File: src/rtl/cnt_pkg.sv
package cnt_pkg;

  typedef enum logic {
    DIR_UP   = 1'b0,
    DIR_DOWN = 1'b1
  } cnt_dir_e;

  typedef enum logic [2:0] {
    ACT_RESET = 3'd0,
    ACT_GATED = 3'd1,
    ACT_LOAD  = 3'd2,
    ACT_STEP  = 3'd3,
    ACT_IDLE  = 3'd4
  } cnt_act_e;

  function automatic logic dir_is_down(input cnt_dir_e dir);
    return dir == DIR_DOWN;
  endfunction

endpackage

File: src/rtl/cnt_offset_unit.sv
module cnt_offset_unit #(
  parameter int               W         = 4,
  parameter cnt_pkg::cnt_dir_e DIRECTION = cnt_pkg::DIR_UP,
  parameter int               DIST      = 1
) (
  input  logic [W-1:0] base,
  output logic [W-1:0] moved
);
  localparam logic [W-1:0] DIST_W = W'(DIST);

  function automatic logic [W-1:0] move_up(input logic [W-1:0] v);
    return v + DIST_W;
  endfunction

  function automatic logic [W-1:0] move_down(input logic [W-1:0] v);
    return v - DIST_W;
  endfunction

  generate
    if (cnt_pkg::dir_is_down(DIRECTION)) begin : g_down
      assign moved = move_down(base);
    end else begin : g_up
      assign moved = move_up(base);
    end
  endgenerate
endmodule

File: src/rtl/cnt_wrap_detect.sv
module cnt_wrap_detect #(
  parameter int               W         = 4,
  parameter cnt_pkg::cnt_dir_e DIRECTION = cnt_pkg::DIR_UP
) (
  input  logic [W-1:0] cur,
  output logic         at_edge
);
  generate
    if (cnt_pkg::dir_is_down(DIRECTION)) begin : g_down
      assign at_edge = (cur == '0);
    end else begin : g_up
      assign at_edge = &cur;
    end
  endgenerate
endmodule

File: src/rtl/cnt_ctrl.sv
module cnt_ctrl (
  input  logic              rst,
  input  logic              clk_en,
  input  logic              load,
  input  logic              cnt_en,
  output cnt_pkg::cnt_act_e act
);
  import cnt_pkg::*;

  always_comb begin
    if (rst)          act = ACT_RESET;
    else if (!clk_en) act = ACT_GATED;
    else if (load)    act = ACT_LOAD;
    else if (cnt_en)  act = ACT_STEP;
    else              act = ACT_IDLE;
  end
endmodule

File: src/rtl/cfg_counter.sv
module cfg_counter #(
  parameter int               W         = 4,
  parameter int               INIT_VAL  = 0,
  parameter int               RST_VAL   = 0,
  parameter cnt_pkg::cnt_dir_e DIRECTION = cnt_pkg::DIR_UP,
  parameter int               AHEAD     = 0
) (
  input  logic         clk,
  input  logic         rst,
  input  logic         clk_en,
  input  logic         cnt_en,
  input  logic         load,
  input  logic [W-1:0] load_val,
  output logic [W-1:0] count,
  output logic [W-1:0] ahead_val,
  output logic         wrap_flag
);
  import cnt_pkg::*;

  localparam logic [W-1:0] INIT_W = W'(INIT_VAL);
  localparam logic [W-1:0] RST_W  = W'(RST_VAL);

  logic [W-1:0] cnt_q = INIT_W;
  logic         wrap_q = 1'b0;

  cnt_act_e     act;
  logic [W-1:0] stepped;
  logic         at_edge;

  // named events, visible to the bound checker
  logic evt_load;
  logic evt_step;
  logic evt_wrap;

  cnt_ctrl ctrl_i (
    .rst   (rst),
    .clk_en(clk_en),
    .load  (load),
    .cnt_en(cnt_en),
    .act   (act)
  );

  cnt_offset_unit #(.W(W), .DIRECTION(DIRECTION), .DIST(1)) step_i (
    .base (cnt_q),
    .moved(stepped)
  );

  cnt_offset_unit #(.W(W), .DIRECTION(DIRECTION), .DIST(AHEAD)) ahead_i (
    .base (cnt_q),
    .moved(ahead_val)
  );

  cnt_wrap_detect #(.W(W), .DIRECTION(DIRECTION)) edge_i (
    .cur    (cnt_q),
    .at_edge(at_edge)
  );

  assign evt_load = (act == ACT_LOAD);
  assign evt_step = (act == ACT_STEP);
  assign evt_wrap = evt_step && at_edge;

  always_ff @(posedge clk) begin
    unique case (act)
      ACT_RESET: cnt_q <= RST_W;
      ACT_LOAD:  cnt_q <= load_val;
      ACT_STEP:  cnt_q <= stepped;
      default:   cnt_q <= cnt_q;
    endcase
    wrap_q <= evt_wrap;
  end

  assign count     = cnt_q;
  assign wrap_flag = wrap_q;
endmodule

File: config.mk
export PLATFORM = sky130hd
export DESIGN_NAME = cfg_counter
export DESIGN_NICKNAME = d
export VERILOG_FILES = /design/src/rtl/cnt_pkg.sv /design/src/rtl/cnt_offset_unit.sv /design/src/rtl/cnt_wrap_detect.sv /design/src/rtl/cnt_ctrl.sv /design/src/rtl/cfg_counter.sv
export SDC_FILE = /design/constraint.sdc
export NUM_CORES = 1
export LEC_CHECK = 0
export BUFFER_PORTS_ARGS = -buffer_cell sky130_fd_sc_hd__buf_2
export CELL_PAD_IN_SITES_DETAIL_PLACEMENT = 0
export CELL_PAD_IN_SITES_GLOBAL_PLACEMENT = 2
export CORE_MARGIN = 2
export CORE_UTILIZATION = 23
export CTS_CLUSTER_DIAMETER = 80
export DETAILED_ROUTE_END_ITERATION = 6
export PLACE_DENSITY = 0.77
export SLEW_MARGIN = 10
export SYNTH_ARGS = -nofsm -noshare
export SYNTH_HDL_FRONTEND = slang
export SYNTH_SLANG_ARGS = --single-unit
File: constraint.sdc
create_clock -name clk -period 2.2 [get_ports clk]
set_clock_uncertainty 0.15 [all_clocks]
set_input_delay 0.33 -clock clk [delete_from_list [all_inputs] [get_ports clk]]
set_output_delay 0.33 -clock clk [all_outputs]
set_load 0.005 [all_outputs]
==> results.sh <==
export IMPL_drc_errors=0
export IMPL_synth_seq_cells=5
export IMPL_max_clock_path_buffers=2
export IMPL_wirelength_um=681
export IMPL_syn_num_nets=42
export IMPL_cp_cell_sequence="ha_1 -> xor2_1 -> a22oi_1 -> nor2_1"
export IMPL_first_iter_violations=3
export IMPL_syn_inst=32
export IMPL_syn_area_per_cell_um2=9.85
export IMPL_synth_seq_area_share=0.444
export IMPL_ys_types=17
export IMPL_ctsResizeCount=0
export IMPL_ctsHoldBuffers=0
export IMPL_layout_drive_gt1_share=0.429
export IMPL_place_ws_ps=708
export IMPL_start_util=0.245
export IMPL_hp_class="in2reg"
export IMPL_grt_max_degree=9
export IMPL_worstSetupEndpointType="flip-flop"
export IMPL_die_h_um=41.0
export IMPL_arrival_ps=1340
export IMPL_grt_pass1_wl_um=979
export IMPL_place_gp_congestion=0.704
export IMPL_viasPerCell=4.53
export IMPL_status="completed"
export IMPL_cap_violations=0
export IMPL_cts_htree_levels=1
export IMPL_cts_buffers=3
export IMPL_period_needed_ps=1500
export IMPL_fmax_mhz=665
export IMPL_first_pass_iters=2
export IMPL_cts_root_buf="clkbuf_4"
export IMPL_cpMaxStageDelayCell="edfxtp_1"
export IMPL_hold_depth=3
export IMPL_final_cell_mix="buf_2, edfxtp_1"
export IMPL_final_common_cell="buf_2"
export IMPL_slew_headroom=0.811
export IMPL_routedWlPerCell_um=10.6
export IMPL_slew_viol_final=0
export IMPL_cts_setup_buffers=0
export IMPL_worst_pin_slew_ps=283
export IMPL_rsz0062_at_grt="false"
export IMPL_yosys_top_cells_area="edfxtp_1, buf_4, a22oi_1"
export IMPL_grt_overflow=0
export IMPL_grt_util_all_layers=0.0948
export IMPL_crit_fanout=5
export IMPL_yosys_area_top_type="edfxtp_1"
export IMPL_antenna_found_initial=0
export IMPL_setup_slack_ps=695
export IMPL_rrSetupSlack_ps=700
export IMPL_vdd_drop_max_uv=139
export IMPL_timing_worst_setup_path_type="reg2reg"
export IMPL_reg2regPathDepth=4
export IMPL_antenna_cells=0
export IMPL_cts_sinks=5
export IMPL_grt_pass1_vias=267
export IMPL_drtAntennaViolNets=0
export IMPL_io_pins=18
export IMPL_path_clk_slew_ps=40
export IMPL_hpwl_um=552
export IMPL_fp_row_count=13
export IMPL_yosysWarnings=0
export IMPL_io_buffers=17
export IMPL_critPathRequiredTime_ps=2040
export IMPL_clk_latency_ps=240
export IMPL_fin_setup_tns_ps=0
export IMPL_critPathMaxStageDelay_ps=450
export IMPL_syn_to_final_growth_pct=31.7
export IMPL_p_per_area_nw_per_um2=627
export IMPL_min_period_over_period=0.684
export IMPL_vias=290
export IMPL_cts_tree="done"
export IMPL_fp_coreArea_um2=1280
export IMPL_critPathLaunchType="flip-flop"
export IMPL_die_w_um=41.0
export IMPL_hold_viol=0
export IMPL_setup_violations=0
export IMPL_dieArea_um2=1680
export IMPL_synth_top_cell_area_share=0.381
export IMPL_p_leak_nw=0.199
export IMPL_synthesis_area_um2=315
export IMPL_nets=60
-- synthesized netlist by cell type (all sizes together) --
library cell,instances
nor2,3
nand3,3
ha,1
nand2b,3
o21ai,1
nor2b,2
xor2,1
edfxtp,4
buf,4
a22oi,3
nand2,2
or4,1
nand4,1
inv,1
dfxtp,1
nor4,1
-- registers in the layout, summed over array words and instances (netlist names) --
signal	cells
wrap_flag	1
count	4
-- worst max-delay path: cells and delay by family (launching register included) --
family	cells	cell delay, ps
DFF	1	450
adders and majority gates	1	270
xor gates and xnor gates	1	170
AOI/OAI and AO/OA	1	160
and+or+nand+nor	1	50
-- cell type report --
type,instances,area (µm²)
Clock buffer,4,26.3
Fill cell,134,870
Inverter,1,3.75
Multi-Input combinational cell,22,141
Sequential cell,5,140
Tap cell,15,18.8
Timing Repair Buffer,17,85.1
-- power breakdown --
| part | internal (W) | switching, W | total [W] |
|---|---|---|---|
| clock network | 0.0000684 | 0.0000346 | 0.000103 |
| registers | 0.000109 | 0.00000697 | 0.000116 |
| logic | 0.0000211 | 0.0000202 | 0.0000413 |
| total | 0.000199 | 0.0000617 | 0.000260 |
-- final timing paths --
path / from / to
worst max register to register: count[0] / count[2]
worst min-delay path: cnt_en / wrap_flag
worst min register to register: count[3] / wrap_flag
worst max-delay path: count[0] / count[2]
-- through the flow --
| step | cell area (µm²) | cells | total power, W | hold slack (ps) | util |
|---|---|---|---|---|---|
| global placement | 389 | 60 | 0.000160 | 455 | 0.303 |
| detailed placement | 389 | 60 | 0.000159 | 443 | 0.303 |
| finish | 415 | 64 | 0.000260 | 198 | 0.323 |
| CTS | 415 | 64 | 0.000265 | 190 | 0.323 |
| global route | 415 | 64 | 0.000281 | 198 | 0.323 |
| floorplan | 315 | 32 | 0.000142 | 255 | - |
-- per-layer routing --
metal  track usage  vias up  wire length, µm
met4         0.108        0                0
li1              -      145                -
met1         0.113      136              282
met3             0        0               47
met2         0.145        9              350
met5             0        -                0
-- cells by family (layout without fill, tap and decap cells) --
group	count (synthesis)	count (layout)	share of synthesized area
fa+ha+maj	1	1	0.0397
xor+xnor	1	1	0.0278
compound gates	4	4	0.0873
flops	5	5	0.444
buf+inv	5	22	0.107
simple gates	16	16	0.294
Note: power is estimated with default switching activity, not from simulation.
